<file path="src/rtl/ovr_pkg.sv">
package ovr_pkg;
  typedef enum logic {
    PATH_OVR = 1'b0,
    PATH_DIR = 1'b1
  } path_e;
endpackage

</file>
<file path="src/rtl/ovr_ring_fifo.sv">
// Overrun queue: one-hot ring counters for entry and exit, with a lap bit each.
module ovr_ring_fifo #(
  parameter int DW    = 8,
  parameter int DEPTH = 3
) (
  input  logic          clk_i,
  input  logic          rst_ni,
  input  logic          push_i,
  input  logic [DW-1:0] din_i,
  input  logic          pop_i,
  output logic [DW-1:0] dout_o,
  output logic          empty_o,
  output logic          full_o
);
  localparam logic [DEPTH-1:0] RING_INIT = DEPTH'(1);

  logic [DEPTH-1:0] in_ring, out_ring;
  logic             in_lap, out_lap;
  logic [DW-1:0]    slot_q [DEPTH];
  logic             same_pos;

  assign same_pos = (in_ring == out_ring);
  assign empty_o  = same_pos && (in_lap == out_lap);
  assign full_o   = same_pos && (in_lap != out_lap);

  always_ff @(posedge clk_i or negedge rst_ni) begin
    if (!rst_ni) begin
      in_ring  <= RING_INIT;
      out_ring <= RING_INIT;
      in_lap   <= 1'b0;
      out_lap  <= 1'b0;
    end else begin
      if (push_i) begin
        in_ring <= {in_ring[DEPTH-2:0], in_ring[DEPTH-1]};
        if (in_ring[DEPTH-1]) in_lap <= ~in_lap;
      end
      if (pop_i) begin
        out_ring <= {out_ring[DEPTH-2:0], out_ring[DEPTH-1]};
        if (out_ring[DEPTH-1]) out_lap <= ~out_lap;
      end
    end
  end

  for (genvar g = 0; g < DEPTH; g++) begin : g_slot
    always_ff @(posedge clk_i) begin
      if (push_i && in_ring[g]) slot_q[g] <= din_i;
    end
  end

  always_comb begin
    dout_o = '0;
    for (int k = 0; k < DEPTH; k++) begin
      if (out_ring[k]) dout_o = dout_o | slot_q[k];
    end
  end

  p_no_overflow_r11: assert property (@(posedge clk_i) disable iff (!rst_ni)
    push_i |-> (!full_o || pop_i));
  p_no_underflow_r10: assert property (@(posedge clk_i) disable iff (!rst_ni)
    pop_i |-> !empty_o);
  p_ring_onehot_r11: assert property (@(posedge clk_i) disable iff (!rst_ni)
    ($countones(in_ring) == 1) && ($countones(out_ring) == 1));
endmodule

</file>
<file path="src/rtl/ovr_dir_fifo.sv">
// Direct queue toward the link; head is the offered item.
module ovr_dir_fifo #(
  parameter int DW    = 8,
  parameter int DEPTH = 2
) (
  input  logic          clk_i,
  input  logic          rst_ni,
  input  logic          push_i,
  input  logic [DW-1:0] din_i,
  input  logic          pop_i,
  output logic [DW-1:0] dout_o,
  output logic          empty_o,
  output logic          full_o
);
  localparam int AW = (DEPTH > 1) ? $clog2(DEPTH) : 1;
  localparam int CW = $clog2(DEPTH + 1);

  logic [DW-1:0] mem_q [DEPTH];
  logic [AW-1:0] wr_ptr, rd_ptr;
  logic [CW-1:0] fill;

  function automatic logic [AW-1:0] step_ptr(input logic [AW-1:0] p);
    return (p == AW'(DEPTH - 1)) ? '0 : p + AW'(1);
  endfunction

  assign empty_o = (fill == '0);
  assign full_o  = (fill == CW'(DEPTH));
  assign dout_o  = mem_q[rd_ptr];

  always_ff @(posedge clk_i or negedge rst_ni) begin
    if (!rst_ni) begin
      wr_ptr <= '0;
      rd_ptr <= '0;
      fill   <= '0;
    end else begin
      if (push_i) wr_ptr <= step_ptr(wr_ptr);
      if (pop_i)  rd_ptr <= step_ptr(rd_ptr);
      case ({push_i, pop_i})
        2'b10:   fill <= fill + CW'(1);
        2'b01:   fill <= fill - CW'(1);
        default: fill <= fill;
      endcase
    end
  end

  always_ff @(posedge clk_i) begin
    if (push_i) mem_q[wr_ptr] <= din_i;
  end

  p_dir_no_overflow_r3: assert property (@(posedge clk_i) disable iff (!rst_ni)
    push_i |-> (!full_o || pop_i));
  p_dir_no_underflow_r10: assert property (@(posedge clk_i) disable iff (!rst_ni)
    pop_i |-> !empty_o);
endmodule

</file>
<file path="src/rtl/ovr_stall_pipe.sv">
// Models pause-to-stall latency of the sender clock tree.
module ovr_stall_pipe #(
  parameter int LAT = 2
) (
  input  logic clk_i,
  input  logic rst_ni,
  input  logic pause_i,
  output logic stall_o
);
  logic [LAT-1:0] pipe_q;

  if (LAT == 1) begin : g_single
    always_ff @(posedge clk_i or negedge rst_ni) begin
      if (!rst_ni) pipe_q <= '0;
      else         pipe_q <= pause_i;
    end
  end else begin : g_shift
    always_ff @(posedge clk_i or negedge rst_ni) begin
      if (!rst_ni) pipe_q <= '0;
      else         pipe_q <= {pipe_q[LAT-2:0], pause_i};
    end
  end

  assign stall_o = pipe_q[LAT-1];

  p_stall_src_r6: assert property (@(posedge clk_i) disable iff (!rst_ni)
    $rose(stall_o) |-> $past(pipe_q != '0));
endmodule

</file>
<file path="src/rtl/ovr_flow_ctrl.sv">
module ovr_flow_ctrl
  import ovr_pkg::*;
#(
  parameter int DW        = 8,
  parameter int DIR_DEPTH = 2,
  parameter int OVR_DEPTH = 3,
  parameter int LAT       = 2
) (
  input  logic          clk_i,
  input  logic          rst_ni,
  input  logic          send_en_i,
  input  logic [DW-1:0] send_data_i,
  output logic          core_en_o,
  output logic          pause_o,
  output logic          switch_o,
  output logic          tx_valid_o,
  output logic [DW-1:0] tx_data_o,
  input  logic          tx_ack_i
);
  path_e         sw_q, sw_d;
  logic          pause_q, pause_d;
  logic          stall, take, pop, dir_space, direct_mode;
  logic          core_to_dir, core_to_ovr, xfer, slot_free;
  logic          dir_push, dir_empty, dir_full;
  logic          ovr_empty, ovr_full;
  logic [DW-1:0] dir_din, ovr_dout;

  ovr_stall_pipe #(.LAT(LAT)) u_stall (
    .clk_i  (clk_i),
    .rst_ni (rst_ni),
    .pause_i(pause_q),
    .stall_o(stall)
  );

  assign core_en_o   = ~stall;
  assign take        = send_en_i & core_en_o;
  assign tx_valid_o  = ~dir_empty;
  assign pop         = tx_valid_o & tx_ack_i;
  assign dir_space   = ~dir_full | pop;
  // Overrun drained: behave as direct even before switch re-registers.
  assign direct_mode = (sw_q == PATH_DIR) | ovr_empty;
  assign core_to_dir = take & direct_mode & ~dir_full;
  assign core_to_ovr = take & ~core_to_dir;
  assign xfer        = ~ovr_empty & dir_space;
  assign dir_push    = core_to_dir | xfer;
  assign dir_din     = xfer ? ovr_dout : send_data_i;

  ovr_ring_fifo #(.DW(DW), .DEPTH(OVR_DEPTH)) u_ovr (
    .clk_i  (clk_i),
    .rst_ni (rst_ni),
    .push_i (core_to_ovr),
    .din_i  (send_data_i),
    .pop_i  (xfer),
    .dout_o (ovr_dout),
    .empty_o(ovr_empty),
    .full_o (ovr_full)
  );

  ovr_dir_fifo #(.DW(DW), .DEPTH(DIR_DEPTH)) u_dir (
    .clk_i  (clk_i),
    .rst_ni (rst_ni),
    .push_i (dir_push),
    .din_i  (dir_din),
    .pop_i  (pop),
    .dout_o (tx_data_o),
    .empty_o(dir_empty),
    .full_o (dir_full)
  );

  // One release per freed slot: ack that drains an overrun item, or idle enabled cycle.
  assign slot_free = (pop & ~ovr_empty) | (core_en_o & ~send_en_i);

  always_comb begin
    if (direct_mode) sw_d = (take & dir_full) ? PATH_OVR : PATH_DIR;
    else             sw_d = PATH_OVR;
    pause_d = (sw_d == PATH_OVR) & ~((sw_q == PATH_OVR) & slot_free);
  end

  always_ff @(posedge clk_i or negedge rst_ni) begin
    if (!rst_ni) begin
      sw_q    <= PATH_DIR;
      pause_q <= 1'b0;
    end else begin
      sw_q    <= sw_d;
      pause_q <= pause_d;
    end
  end

  assign switch_o = (sw_q == PATH_DIR);
  assign pause_o  = pause_q;

  p_pause_on_switch_r5: assert property (@(posedge clk_i) disable iff (!rst_ni)
    $fell(switch_o) |-> pause_o);
  p_switch_empty_r7: assert property (@(posedge clk_i) disable iff (!rst_ni)
    switch_o |-> ovr_empty);
  p_tx_hold_r10: assert property (@(posedge clk_i) disable iff (!rst_ni)
    (tx_valid_o && !tx_ack_i) |=> (tx_valid_o && $stable(tx_data_o)));
  p_single_source_r10: assert property (@(posedge clk_i) disable iff (!rst_ni)
    !(core_to_dir && xfer));
  p_ovr_full_switch_r4: assert property (@(posedge clk_i) disable iff (!rst_ni)
    ovr_full |-> !switch_o);
endmodule

</file>
<file path="config.mk">
export PLATFORM = sky130hd
export DESIGN_NAME = ovr_flow_ctrl
export DESIGN_NICKNAME = d
export VERILOG_FILES = /design/src/rtl/ovr_pkg.sv /design/src/rtl/ovr_ring_fifo.sv /design/src/rtl/ovr_dir_fifo.sv /design/src/rtl/ovr_stall_pipe.sv /design/src/rtl/ovr_flow_ctrl.sv
export SDC_FILE = /design/constraint.sdc
export NUM_CORES = 1
export LEC_CHECK = 0
export BUFFER_PORTS_ARGS = -buffer_cell sky130_fd_sc_hd__buf_2
export CORE_UTILIZATION = 57
export CTS_CLUSTER_SIZE = 40
export DETAILED_ROUTE_END_ITERATION = 16
export PLACE_DENSITY = 0.77
export SYNTH_ARGS = -nofsm -noshare
export SYNTH_HDL_FRONTEND = slang
export SYNTH_SLANG_ARGS = --single-unit
export TNS_END_PERCENT = 20
</file>
<file path="constraint.sdc">
create_clock -name clk_i -period 2.2 [get_ports clk_i]
set_input_delay 0.11 -clock clk_i [delete_from_list [all_inputs] [get_ports clk_i]]
set_output_delay 0.11 -clock clk_i [all_outputs]
set_load 0.05 [all_outputs]
</file>
After elaboration in Yosys (flattened, before gate mapping) --
Memory sizes are Yosys's and may differ from the RTL's. Index checks and enable logic that the tools add are counted.
Storage, ports and cells: output and inout port bits 12, word-level logic and storage cells 74, bits in registers 16, memories 2, memory bits (writable) 40, bits of input ports 12
Memories:
- u_ovr.slot_q | words 3, bits a word 8, rd ports 3, clocked after Yosys merged registers in 0, wr ports 3, RTL line ovr_ring_fifo.sv:19 | logic [DW-1:0] slot_q [DEPTH];
- u_dir.mem_q | words 2, bits a word 8, rd ports 1, clocked after Yosys merged registers in 0, wr ports 1, RTL line ovr_dir_fifo.sv:18 | logic [DW-1:0] mem_q [DEPTH];
Cells by class: add/subtract/negate cells 4, equality and inequality tests 5, multiplexer cells 17, reduce and logical (&&, ||, !) cells 8, bitwise gates (word level) 28
Operators with widths (number):
- two-way mux 8 bit | 4
- bitwise OR 8 bit | 2
- two-way mux 1 bit | 12
- AND 1 bit | 11
- NOT 1 bit | 11
- equality test 2 bit, second input constant | 2
- logical AND 1 bit | 4
- bitwise OR 1 bit | 4
- one-hot mux 2 bit (2 select lines) | 1
- AND reduction 2 bit | 2
- equality test 3 bit | 1
- adder 1 bit, second input constant | 2
- adder 2 x 1 -> 2 bit, second input constant | 1
- equality test 2 x 1 -> 1 bit, second input constant | 1
- logical NOT 2 bit | 1
- nonzero test 2 bit | 1
- subtractor 2 x 1 -> 2 bit, second input constant | 1
- equality test 1 bit | 1

Logic depth before layout (Yosys ltp) --
Gate-level depths: netlist of run 1.
depth in word-level cells 10, mapped depth 7, gate-level depth less buffers 7

By module --
From an unflattened synthesis of run 1, not the netlist that was laid out.
Unflattened totals: cell total of the unflattened synthesis 138, area, all modules 2284.7 µm²
By module, submodules not included:
- ovr_ring_fifo | area an instance 1211.2 µm², cells each 72, seq. area each 923.4 µm², instances 1
- ovr_dir_fifo | area an instance 762.0 µm², cells each 41, seq. area each 580.6 µm², instances 1
- ovr_flow_ctrl | area an instance 261.5 µm², cells each 23, seq. area each 51.3 µm², instances 1
- ovr_stall_pipe | area an instance 50.0 µm², cells each 2, seq. area each 50.0 µm², instances 1

Worst setup path after synthesis of run 1 --
Ideal clock, no wire load.
path type flip-flop to flip-flop, start point register u_ovr.in_ring[0], end point memory u_dir.mem_q[1][0], enable pin, buffers on the path 0, setup slack 0.382 ns, cell stages (with the launch flop) 5, arrival time 1.445 ns, clock period less this slack 1.818 ns, required time 1.827 ns, setup time 0.373 ns, cells stage by stage dfstp_2 -> xnor2_1 -> and4_4 -> a21o_2 -> nor2b_1
Between the ends: cells in the longest elaborated chain, start to end 8, elaborated cells on any way between the ends 10, classes of those cells eq/ne (1); mux (2); bitwise (6); reduce/logical (1)
Ends and longest elaborated chain:
- start, declared | RTL line ovr_ring_fifo.sv:17 | logic [DEPTH-1:0] in_ring, out_ring;
- start signal, assigned | RTL line ovr_ring_fifo.sv:34 | in_ring <= {in_ring[DEPTH-2:0], in_ring[DEPTH-1]};
- equality test 3 bit (*) | RTL line ovr_ring_fifo.sv:22 | assign same_pos = (in_ring == out_ring);
- logical AND 1 bit (*) | RTL line ovr_ring_fifo.sv:23 | assign empty_o = same_pos && (in_lap == out_lap);
- bitwise OR 1 bit | RTL line ovr_flow_ctrl.sv:41 | assign direct_mode = (sw_q == PATH_DIR) | ovr_empty;
- AND 1 bit (2 in series) | RTL line ovr_flow_ctrl.sv:42 | assign core_to_dir = take & direct_mode & ~dir_full;
- bitwise OR 1 bit (*) | RTL line ovr_flow_ctrl.sv:45 | assign dir_push = core_to_dir | xfer;
- two-way mux 1 bit (*) | RTL line ovr_dir_fifo.sv:47 | if (push_i) mem_q[wr_ptr] <= din_i;
- two-way mux 1 bit (implied by the code) (*) | RTL line ovr_dir_fifo.sv:47
- end, declared | RTL line ovr_dir_fifo.sv:18
Mark *: on every way between the ends. The rest lies on a longest branch, timed or not.

==> insert_results.sql, run 1 <==
INSERT INTO impl_metrics (metric_group, metric, value, unit) VALUES
('run_status', 'result_of_the_run', 'complete, no violations', ''),
('power_and_ir_drop', 'net-switching-power', '1593', 'uW'),
('layout', 'syn2layout_area_growth', '12.20', '%'),
('global_routing', 'grt_antenna_before_repair', '0', ''),
('clock_network', 'cts.path.max_buffers', '2', ''),
('job', 'maxCapViolCount', '0', ''),
('global_routing', 'grt_pass1_wl', '5.996', 'mm'),
('sta', 'worst-slew-pin-transition', '0.3719', 'ns'),
('clock_network', 'worst_skew_pair.late_latency', '0.31', 'ns'),
('clock_network', 'cts-resized-gates', '0', ''),
('min_path', 'hold_start', 'send_data_i[7]', ''),
('clock_network', 'ctsHtreeMaxLevel', '2', ''),
('power_and_ir_drop', 'power.combinational.fraction', '0.430', ''),
('power_and_ir_drop', 'power.clock.fraction', '0.133', ''),
('routing', 'drt_pass1_iterations', '5', ''),
('synthesis', 'syn-cell-area', '0.002225', 'sq mm'),
('global_routing', 'pin_count_of_the_biggest_net_entering_global_routing', '21', ''),
('clock_network', 'cts_inserted_buffers', '5', ''),
('synthesis', 'synth_simple_gate_area_share', '0.06243', ''),
('power_and_ir_drop', 'p_leak', '0.0009302', 'uW'),
('clock_network', 'reg_clk_slew_reported_paths', '0.09', 'ns'),
('clock_network', 'post_cts_buffers', '0', ''),
('setup_path', 'worstRegToRegCells', '4', ''),
('floorplan', 'chipWidth', '64.47', 'um'),
('sta', 'final.min_clock_period', '1.971', 'ns'),
('sta', 'finalCritPeriodShare', '0.8958', ''),
('synthesis', 'mappedNetlistNets', '155', ''),
('clock_network', 'cts_tree', 'done', ''),
('setup_path', 'crit_type', 'reg2reg', ''),
('sta', 'timing.hold.ws', '0.02001', 'ns'),
('global_routing', 'globalRouteTotalUtil', '0.2042', ''),
('min_path', 'hold_path_class', 'in2reg', ''),
('global_routing', 'grt_pass1_vias', '1223', ''),
('global_routing', 'overflow', '0', ''),
('synthesis', 'synth_edf_count', '40', ''),
('synthesis', 'main_combinational_cell_family_by_area_after_synthesis', 'compound AO/OA/AOI/OAI gates', ''),
('floorplan', 'rows', '22', ''),
('power_and_ir_drop', 'seqPwrFrac', '0.437', ''),
('setup_path', 'critPathCapture', 'u_ovr.slot_q[0][19]', ''),
('synthesis', 'synthMostInstantiatedCell', 'sky130_fd_sc_hd__edfxtp_1', ''),
('setup_path', 'beginning_of_the_worst_register_to_register_path', 'u_ovr.out_ring[0]', ''),
('synthesis', 'synth_top_area_cell', 'sky130_fd_sc_hd__edfxtp_1', ''),
('routing', 'post_drt_wl_per_cell', '16.61', 'um'),
('power_and_ir_drop', 'finalPower', '3975', 'uW'),
('synthesis', 'syn_area_per_cell', '15.67', 'sq um'),
('routing', 'drt-total-wl', '3.655', 'mm'),
('setup_path', 'setup.worst_path.start', 'u_ovr.out_ring[0]', ''),
('power_and_ir_drop', 'switching_share', '0.4007', ''),
('synthesis', 'yosys-top-cells-count', '40 x sky130_fd_sc_hd__edfxtp_1, 13 x sky130_fd_sc_hd__dfrtp_1, 13 x sky130_fd_sc_hd__nor2_1', ''),
('power_and_ir_drop', 'power.ir.vdd_worst', '698.1', 'uV'),
('clock_network', 'cts_root_buf', 'sky130_fd_sc_hd__clkbuf_8', ''),
('layout', 'diodes', '0', ''),
('layout', 'fin_nets', '184', ''),
('layout', 'finish.instance_area', '0.002496', 'sq mm'),
('setup_path', 'timing.reg2reg.setup_slack', '0.23', 'ns'),
('synthesis', 'syn-instance-count', '142', ''),
('sta', 'setup-tns-final', '0', 'ns'),
('setup_path', 'critPathMaxFanout', '11', ''),
('synthesis', 'yosys.area_share.xor_xnor', '0.04331', ''),
('sta', 'maxSlewViolCount', '0', ''),
('synthesis', 'synth_warnings', '0', ''),
('routing', 'post-route-drc-count', '0', ''),
('setup_path', 'timing.critical_path.required', '2.22', 'ns'),
('floorplan', 'floorplan.io_pins', '24', ''),
('synthesis', 'ys_dominant_reg_cell', 'sky130_fd_sc_hd__edfxtp_1', ''),
('layout', 'ratio_of_cells_with_drive_above_1_in_the_final_layout', '0.3140', ''),
('synthesis', 'synth.ff_latch_count', '56', ''),
('routing', 'detailed_route_vias_per_instance', '5.791', ''),
('sta', 'setup_viol', '0', ''),
('synthesis', 'ys_top_cells_by_area', 'sky130_fd_sc_hd__edfxtp_1 54%, sky130_fd_sc_hd__dfrtp_1 15%, sky130_fd_sc_hd__mux2_2 6.1%', ''),
('power_and_ir_drop', 'internal_dissipation', '2382', 'uW');
-- layout make-up --
type / count / area [sq um]
sequential: 56 / 1605
fill: 260 / 1192
multi-input combinational: 75 / 575.6
timing repair buffer: 28 / 155.1
clock buffer: 7 / 76.32
tap: 48 / 60.06
inverter: 5 / 18.77
clock inverter: 1 / 5.005
-- placed cells by master (no fill, tap or decap) --
cell	n
sky130_fd_sc_hd__a21o_2	1
sky130_fd_sc_hd__a21oi_1	8
sky130_fd_sc_hd__a222oi_1	8
sky130_fd_sc_hd__a2bb2oi_1	1
sky130_fd_sc_hd__a41oi_1	1
sky130_fd_sc_hd__and2_2	2
sky130_fd_sc_hd__and4_4	1
sky130_fd_sc_hd__buf_2	23
sky130_fd_sc_hd__buf_4	4
sky130_fd_sc_hd__clkbuf_1	2
sky130_fd_sc_hd__clkbuf_8	5
sky130_fd_sc_hd__clkinv_2	1
sky130_fd_sc_hd__dfrtp_1	13
sky130_fd_sc_hd__dfstp_2	3
sky130_fd_sc_hd__dlygate4sd3_1	1
sky130_fd_sc_hd__edfxtp_1	40
sky130_fd_sc_hd__ha_1	1
sky130_fd_sc_hd__inv_1	5
sky130_fd_sc_hd__mux2_2	12
sky130_fd_sc_hd__mux2i_1	1
sky130_fd_sc_hd__nand2_1	3
sky130_fd_sc_hd__nand2b_1	3
sky130_fd_sc_hd__nand3b_1	1
sky130_fd_sc_hd__nor2_1	13
sky130_fd_sc_hd__nor2b_1	2
sky130_fd_sc_hd__nor3b_1	1
sky130_fd_sc_hd__o21ai_0	3
sky130_fd_sc_hd__o31ai_4	1
sky130_fd_sc_hd__or2_2	1
sky130_fd_sc_hd__xnor2_1	10
sky130_fd_sc_hd__xor2_1	1
-- power by group through the flow --
| stage | registers, uW | clock network [uW] | logic [uW] |
|---|---|---|---|
| finish | 1740 | 527 | 1710 |
| global route | 1770 | 576 | 1830 |
| CTS | 1740 | 539 | 1720 |
| detailed placement | 1760 | 0 | 1710 |
| global placement | 1740 | 0 | 1670 |
| floorplan | 1740 | 0 | 1340 |
-- how the worst min path moves through the flow --
stage | end | slack [ns] | depth (start not counted)
6_report | u_ovr.slot_q[0][15] | 0.02 | 1
5_1_grt | u_ovr.slot_q[0][7] | 0.02 | 1
4_1_cts | u_ovr.slot_q[0][16] | 0.02 | 1
3_5_place_dp | u_ovr.in_ring[1] | 0.04 | 1
3_3_place_gp | u_ovr.in_lap | 0.03 | 1
2_1_floorplan | pause_o | -0.19 | 0
-- stage by stage --
stage | setup WS [ns] | instances | utilization
after floorplan | 0.3820 | 142 | -
after global placement | 0.3244 | 211 | 0.6520
after detailed placement | 0.2429 | 211 | 0.6520
after CTS | 0.2240 | 220 | 0.6767
after global routing | 0.1265 | 220 | 0.6767
final | 0.2292 | 220 | 0.6767
-- layer usage --
metal | global-route usage | part of all wire | vias up
met5 | 0 | 0 | -
met4 | 0.1111 | 0.021 | 0
met1 | 0.2737 | 0.46 | 625
li1 | - | - | 587
met2 | 0.2895 | 0.46 | 53
met3 | 0.07570 | 0.060 | 9
-- registers in the layout, summed over array words and instances (netlist names) --
signal / cells
u_dir.fill: 2
u_dir.mem_q: 16
u_ovr.in_lap: 1
u_dir.rd_ptr: 1
u_ovr.slot_q: 24
u_ovr.out_ring: 3
u_ovr.in_ring: 3
u_dir.wr_ptr: 1
switch_o: 1
u_ovr.out_lap: 1
u_stall.pipe_q: 2
pause_o: 1
-- worst max-delay path: stages, from the launching register on --
cell                        delay (ns)
sky130_fd_sc_hd__dfstp_2          0.64
sky130_fd_sc_hd__xnor2_1          0.16
sky130_fd_sc_hd__and4_4           0.30
sky130_fd_sc_hd__a2bb2oi_1        0.34
sky130_fd_sc_hd__inv_1            0.25
-- timing repair --
| item | in CTS | in global routing |
|---|---|---|
| hold endpoints to repair | 16 | 0 |
| hold buffers | 1 | 0 |
| setup endpoints to repair | 0 | 0 |
-- kinds of logic (layout without fill, tap and decap cells) --
kind of cell    Yosys count  in the layout
simple gates             27             27
mux                      13             13
xor+xnor                 11             11
compound gates           23             23
flops                    56             56
fa+ha+maj                 1              1
buf+inv                  11             41
Note: power is estimated with default switching activity, not from simulation.
==> run 2: changes to the inputs <==
--- a/config.mk
+++ b/config.mk
@@ -6,6 +6,7 @@
 export NUM_CORES = 1
 export LEC_CHECK = 0
 export BUFFER_PORTS_ARGS = -buffer_cell sky130_fd_sc_hd__buf_2
+export CORE_MARGIN = 4
 export CORE_UTILIZATION = 57
 export CTS_CLUSTER_SIZE = 40
 export DETAILED_ROUTE_END_ITERATION = 16
==> insert_results.sql, run 2 (synthesis results as in run 1) <==
INSERT INTO impl_metrics (metric_group, metric, value, unit) VALUES
('layout', 'multi_input_comb_area', '575.6', 'sq um'),
('layout', 'largest_register_ff_count', '24', ''),
('routing', 'post-route-drc-count', '0', ''),
('routing', 'detailed_router_s_first_iteration_violation_count', '75', ''),
('min_path', 'holdPathEnd', 'u_ovr.slot_q[0][2]', ''),
('power_and_ir_drop', 'power.density_cell_area', '1600', 'mW/mm^2'),
('clock_network', 'hold_buffers', '1', ''),
('clock_network', 'cts.path.max_buffers', '2', ''),
('layout', 'final-seq-area', '0.001605', 'sq mm'),
('sta', 'maxSlewHeadroom', '0.7262', ''),
('min_path', 'holdPathStages', '1', ''),
('routing', 'antenna_violating_nets_post_route', '0', ''),
('floorplan', 'initial_core_util', '0.5987', ''),
('layout', 'final_cell_mix', '40 x sky130_fd_sc_hd__edfxtp_1, 23 x sky130_fd_sc_hd__buf_2, 13 x sky130_fd_sc_hd__nor2_1, 13 x sky130_fd_sc_hd__dfrtp_1, 12 x sky130_fd_sc_hd__mux2_2', ''),
('placement', 'dp.cells', '210', ''),
('layout', 'ratio_of_cells_with_drive_above_1_in_the_final_layout', '0.3158', ''),
('global_routing', 'overflow', '0', ''),
('layout', 'diodes', '0', ''),
('sta', 'finalClockSkew', '0.008578', 'ns'),
('clock_network', 'post_cts_buffers', '0', ''),
('job', 'maxCapViolCount', '0', ''),
('clock_network', 'clock_sinks', '56', ''),
('layout', 'largest_registers', 'u_ovr.slot_q (24), u_dir.mem_q (16)', ''),
('min_path', 'hold_start', 'send_data_i[2]', ''),
('floorplan', 'rows', '22', ''),
('routing', 'drt-total-wl', '3.684', 'mm'),
('layout', 'syn2layout_area_growth', '11.92', '%'),
('setup_path', 'setup.worst_path.start_class', 'register', ''),
('sta', 'maxSlewViolCount', '0', ''),
('layout', 'fillCellCount', '269', ''),
('sta', 'fmax', '0.5081', 'GHz'),
('setup_path', 'timing.critical_path.required', '2.44', 'ns'),
('placement', 'dp_slack', '0.2678', 'ns'),
('global_routing', 'globalRouteTotalUtil', '0.1604', ''),
('global_routing', 'pin_count_of_the_biggest_net_entering_global_routing', '21', ''),
('clock_network', 'cts_root_buf', 'sky130_fd_sc_hd__clkbuf_8', ''),
('routing', 'detailed_route_vias_per_instance', '5.717', ''),
('layout', 'fin_nets', '183', ''),
('sta', 'rsz_0062_raised_after_global_routing', 'false', ''),
('clock_network', 'worst_skew_pair.late_latency', '0.31', 'ns'),
('floorplan', 'design.die.area', '0.004966', 'sq mm'),
('routing', 'routed-via-count', '1252', ''),
('clock_network', 'cts_tree', 'done', ''),
('sta', 'hold_violations', '0', ''),
('global_routing', 'grt_antenna_before_repair', '0', ''),
('floorplan', 'floorplan.io_pins', '24', ''),
('sta', 'final.min_clock_period', '1.968', 'ns'),
('floorplan', 'chipWidth', '70.47', 'um'),
('clock_network', 'ctsHtreeMaxLevel', '2', ''),
('min_path', 'hold_path_class', 'in2reg', ''),
('sta', 'setup_viol', '0', ''),
('setup_path', 'crit_type', 'reg2reg', ''),
('setup_path', 'timing.reg2reg.setup_slack', '0.23', 'ns'),
('placement', 'portBuffers', '23', ''),
('clock_network', 'reg_clk_slew_reported_paths', '0.10', 'ns'),
('sta', 'setup-tns-final', '0', 'ns'),
('run_status', 'result_of_the_run', 'complete, no violations', ''),
('sta', 'final.setup.worst_slack', '0.2319', 'ns'),
('placement', 'globalplace.congestion', '0.8027', ''),
('setup_path', 'setup.worst_path.end_class', 'register', ''),
('setup_path', 'critPathMaxFanout', '11', ''),
('clock_network', 'cts_inserted_buffers', '5', ''),
('setup_path', 'worstRegToRegCells', '6', ''),
('sta', 'finalCritPeriodShare', '0.8946', ''),
('global_routing', 'grt_pass1_wl', '6.023', 'mm'),
('power_and_ir_drop', 'p_leak', '0.0009278', 'uW'),
('layout', 'instances_no_fill', '219', ''),
('routing', 'post_drt_wl_per_cell', '16.82', 'um'),
('sta', 'worst-slew-pin-transition', '0.4107', 'ns'),
('placement', 'post-dp-hpwl', '2.617', 'mm'),
('setup_path', 'beginning_of_the_worst_register_to_register_path', 'u_ovr.out_ring[0]', ''),
('routing', 'drt_pass1_iterations', '6', ''),
('layout', 'layout.cells.most_common', 'sky130_fd_sc_hd__edfxtp_1', ''),
('global_routing', 'grt_pass1_vias', '1208', ''),
('setup_path', 'terminus_of_the_critical_flop_to_flop_path', 'u_dir.fill[1]', ''),
('setup_path', 'arrival_worst_endpoint', '2.20', 'ns'),
('floorplan', 'chipHeight', '70.47', 'um'),
('clock_network', 'cts-resized-gates', '0', ''),
('layout', 'top_register', 'u_ovr.slot_q', ''),
('floorplan', 'total_core_area', '0.003716', 'sq mm'),
('power_and_ir_drop', 'finalPower', '3985', 'uW'),
('power_and_ir_drop', 'power.ir.vdd_worst', '569.8', 'uV');
-- run 2: changes by cell type in the layout (fill, tap and decap cells not counted), sizes merged --
cell and delta:
buf -1, clkinv +2, clkbuf -2
-- run 2: cell type report --
class	count	share of cell area
Inverter	5	0.007538
Sequential cell	56	0.6447
Tap cell	48	0.02412
Timing Repair Buffer	27	0.05930
Multi-Input combinational cell	75	0.2312
Clock inverter	3	0.005528
Clock buffer	5	0.02764
-- run 2: layer usage --
layer	track usage	share of wire	routed length, um	vias up
met1	0.2341	0.45	1670	615
li1	-	-	-	589
met4	0.07660	0.017	61	0
met3	0.03885	0.068	249	5
met2	0.2256	0.46	1702	43
met5	0	0	0	-
-- run 2: worst max-delay path by stage --
stage                                 start                   to  slack (ns)  cells past startpoint
after floorplan            u_ovr.in_ring[0]    u_dir.mem_q[1][0]        0.38                      4
after global placement    u_ovr.out_ring[0]  u_ovr.slot_q[0][18]        0.32                      4
after detailed placement  u_ovr.out_ring[0]        u_dir.fill[1]        0.27                      6
after CTS                 u_ovr.out_ring[2]        u_dir.fill[1]        0.24                      6
after global routing      u_ovr.out_ring[0]  u_ovr.slot_q[0][21]        0.14                      4
final                     u_ovr.out_ring[0]        u_dir.fill[1]        0.23                      6
-- run 2: stage by stage --
| step | util | hold WS (ns) | area (sq um) |
|---|---|---|---|
| 3_3_place_gp | 0.6451 | 0.03210 | 2397 |
| 3_5_place_dp | 0.6451 | 0.03393 | 2397 |
| 4_1_cts | 0.6700 | 0.02127 | 2490 |
| 2_1_floorplan | - | -0.1856 | 2225 |
| 6_report | 0.6700 | 0.02998 | 2490 |
| 5_1_grt | 0.6700 | 0.02335 | 2490 |
-- run 2: worst max-delay path: stages (launching register included) --
cell and delay [ns]:
sky130_fd_sc_hd__dfstp_2 0.67, sky130_fd_sc_hd__xnor2_1 0.17, sky130_fd_sc_hd__and4_4 0.29, sky130_fd_sc_hd__a21o_2 0.18, sky130_fd_sc_hd__ha_1 0.27, sky130_fd_sc_hd__nor2_1 0.17, sky130_fd_sc_hd__xor2_1 0.16
-- run 2: power by group --
group	switching [uW]	internal [uW]	total [uW]
registers	158	1580	1730
logic	1140	583	1720
clock network	310	217	526
total	1610	2380	3980
==> run 3: changes to the inputs <==
--- a/config.mk
+++ b/config.mk
@@ -10,6 +10,7 @@
 export CORE_UTILIZATION = 57
 export CTS_CLUSTER_SIZE = 40
 export DETAILED_ROUTE_END_ITERATION = 16
+export HOLD_SLACK_MARGIN = 0.03
 export PLACE_DENSITY = 0.77
 export SYNTH_ARGS = -nofsm -noshare
 export SYNTH_HDL_FRONTEND = slang
==> insert_results.sql, run 3 (synthesis results as in run 1) <==
INSERT INTO impl_metrics (metric_group, metric, value, unit) VALUES
('global_routing', 'globalRoute.busiestLayer', 'met1', ''),
('setup_path', 'critPathMaxFanout', '11', ''),
('clock_network', 'post_cts_buffers', '0', ''),
('global_routing', 'use_met1', '0.2410', ''),
('setup_path', 'cp_slowest_stage_delay', '0.54', 'ns'),
('placement', 'dp.cells', '210', ''),
('clock_network', 'clock_sinks', '56', ''),
('sta', 'worst-slew-pin-transition', '0.4141', 'ns'),
('placement', 'post-dp-hpwl', '2.617', 'mm'),
('layout', 'largest_register_ff_count', '24', ''),
('routing', 'drt_pass1_iterations', '5', ''),
('layout', 'multi_input_comb_area', '575.6', 'sq um'),
('sta', 'setup_viol', '0', ''),
('sta', 'hold_violations', '0', ''),
('placement', 'portBuffers', '23', ''),
('clock_network', 'reg_clk_slew_reported_paths', '0.09', 'ns'),
('setup_path', 'setup.worst_path.end_class', 'register', ''),
('setup_path', 'cpMaxStageDelayCell', 'sky130_fd_sc_hd__dfrtp_1', ''),
('layout', 'largest_registers', 'u_ovr.slot_q (24), u_dir.mem_q (16)', ''),
('global_routing', 'overflow', '0', ''),
('clock_network', 'ctsHtreeMaxLevel', '2', ''),
('sta', 'finalCritPeriodShare', '0.8950', ''),
('floorplan', 'chipHeight', '70.47', 'um'),
('clock_network', 'cts.path.max_buffers', '2', ''),
('routing', 'post-route-drc-count', '0', ''),
('sta', 'rsz_0062_raised_after_global_routing', 'false', ''),
('sta', 'setup-tns-final', '0', 'ns'),
('layout', 'diodes', '0', ''),
('setup_path', 'cp_num_buf_inv', '0', ''),
('routing', 'antenna_violating_nets_post_route', '0', ''),
('global_routing', 'grt_pass1_wl', '6.251', 'mm'),
('layout', 'instances_no_fill', '226', ''),
('routing', 'drt-total-wl', '3.800', 'mm'),
('layout', 'syn2layout_area_growth', '15.07', '%'),
('layout', 'finish.instance_area', '0.002560', 'sq mm'),
('layout', 'layout.cells.most_common', 'sky130_fd_sc_hd__edfxtp_1', ''),
('floorplan', 'floorplan.io_pins', '24', ''),
('routing', 'routed-via-count', '1282', ''),
('setup_path', 'arrival_worst_endpoint', '2.20', 'ns'),
('setup_path', 'critical_path_cell_count', '6', ''),
('sta', 'fmax', '0.5078', 'GHz'),
('power_and_ir_drop', 'power.density_cell_area', '1561', 'mW/mm^2'),
('power_and_ir_drop', 'p_leak', '0.0009571', 'uW'),
('clock_network', 'cts_tree', 'done', ''),
('sta', 'finalClockSkew', '0.008440', 'ns'),
('layout', 'fillCellCount', '257', ''),
('global_routing', 'globalRouteMet2Util', '0.2391', ''),
('layout', 'top_register', 'u_ovr.slot_q', ''),
('global_routing', 'grt_pass1_vias', '1253', ''),
('routing', 'post_drt_wl_per_cell', '16.81', 'um'),
('setup_path', 'worstRegToRegCells', '6', ''),
('placement', 'instance_area_at_placement', '0.002397', 'sq mm'),
('global_routing', 'grt_util_met3', '0.03885', ''),
('layout', 'fin_nets', '190', ''),
('setup_path', 'crit_type', 'reg2reg', ''),
('floorplan', 'initial_core_util', '0.5987', ''),
('setup_path', 'crit_path_cell_trace', 'xnor2_1, and4_4, a21o_2, ha_1, nor2_1, xor2_1', ''),
('sta', 'final.min_clock_period', '1.969', 'ns'),
('sta', 'maxSlewViolCount', '0', ''),
('routing', 'detailed_router_s_first_iteration_violation_count', '99', ''),
('run_status', 'result_of_the_run', 'complete, no violations', ''),
('global_routing', 'globalRouteTotalUtil', '0.1666', ''),
('floorplan', 'rows', '22', ''),
('setup_path', 'timing.critical_path.required', '2.44', 'ns'),
('clock_network', 'worst_skew_pair.late_latency', '0.31', 'ns'),
('floorplan', 'total_core_area', '0.003716', 'sq mm'),
('power_and_ir_drop', 'power.ir.vdd_worst', '573.0', 'uV'),
('floorplan', 'design.die.area', '0.004966', 'sq mm'),
('layout', 'final-seq-area', '0.001605', 'sq mm'),
('layout', 'ratio_of_cells_with_drive_above_1_in_the_final_layout', '0.3034', ''),
('layout', 'final_cell_mix', '40 x sky130_fd_sc_hd__edfxtp_1, 23 x sky130_fd_sc_hd__buf_2, 13 x sky130_fd_sc_hd__nor2_1, 13 x sky130_fd_sc_hd__dfrtp_1, 12 x sky130_fd_sc_hd__mux2_2', ''),
('global_routing', 'pin_count_of_the_biggest_net_entering_global_routing', '21', ''),
('placement', 'globalplace.congestion', '0.8027', ''),
('job', 'maxCapViolCount', '0', ''),
('clock_network', 'cts_inserted_buffers', '5', ''),
('floorplan', 'chipWidth', '70.47', 'um'),
('routing', 'detailed_route_vias_per_instance', '5.673', ''),
('setup_path', 'cell_family_contributing_the_most_delay_on_the_critical_path', 'flip-flops', ''),
('clock_network', 'cts_root_buf', 'sky130_fd_sc_hd__clkbuf_8', ''),
('sta', 'maxSlewHeadroom', '0.7239', ''),
('global_routing', 'grt_antenna_before_repair', '0', ''),
('min_path', 'holdPathStages', '1', ''),
('min_path', 'hold_path_class', 'in2reg', ''),
('setup_path', 'setup.worst_path.start_class', 'register', '');
-- run 3: cell types whose count changed in the layout (fill, tap and decap cells not counted) --
cell / change
sky130_fd_sc_hd__dlygate4sd3_1: +7
-- run 3: power breakdown --
| part | leakage, uW | switching (uW) | internal (uW) |
|---|---|---|---|
| clock | 0.0000453 | 307 | 217 |
| combinational | 0.000343 | 1150 | 591 |
| sequential | 0.000568 | 159 | 1580 |
| total | 0.000957 | 1610 | 2380 |
-- run 3: final timing paths --
path | start | slack (ns) | endpoint
worst max-delay path | u_ovr.out_ring[2] | 0.23 | u_dir.fill[1]
worst min-delay path | send_data_i[7] | 0.04 | u_ovr.slot_q[0][23]
worst max register to register | u_ovr.out_ring[2] | 0.23 | u_dir.fill[1]
worst min register to register | u_stall.pipe_q[0] | 0.37 | u_stall.pipe_q[1]
max in group asynchronous | rst_ni | 1.64 | u_ovr.in_ring[0]
min in group asynchronous | rst_ni | 0.26 | u_ovr.out_ring[2]
-- run 3: worst reg2reg max path, cell delays in order, from the launching register on --
cell and delay (ns):
sky130_fd_sc_hd__dfrtp_1 0.54, sky130_fd_sc_hd__xnor2_1 0.30, sky130_fd_sc_hd__and4_4 0.30, sky130_fd_sc_hd__a21o_2 0.18, sky130_fd_sc_hd__ha_1 0.27, sky130_fd_sc_hd__nor2_1 0.16
sky130_fd_sc_hd__xor2_1 0.16
-- run 3: cell type report --
cell class,instances,area share
Inverter,5,0.007331
Clock inverter,3,0.005376
Clock buffer,5,0.02688
Multi-Input combinational cell,75,0.2248
Timing Repair Buffer,34,0.08504
Sequential cell,56,0.6271
Tap cell,48,0.02346
-- run 3: repair_timing --
item                                   CTS  global route
endpoints found under the hold margin   36             0
resized for setup                        0             0
hold buffers                             8             0
-- run 3: routing by layer --
layer	wire [um]	share of wire	up-vias
li1	-	-	603
met1	1707	0.45	623
met2	1777	0.47	51
met3	254	0.067	5
met4	61	0.016	0
met5	0	0	-
-- run 3: metrics by stage --
| step | hold WS (ns) | util | power, uW | setup WS [ns] |
|---|---|---|---|---|
| global route | 0.03443 | 0.6889 | 4220 | 0.1358 |
| finish | 0.03629 | 0.6889 | 3996 | 0.2309 |
| floorplan | -0.1856 | - | 3082 | 0.3820 |
| CTS | 0.03039 | 0.6889 | 4021 | 0.2422 |
| detailed placement | 0.03393 | 0.6451 | 3491 | 0.2678 |
| global placement | 0.03210 | 0.6451 | 3419 | 0.3206 |
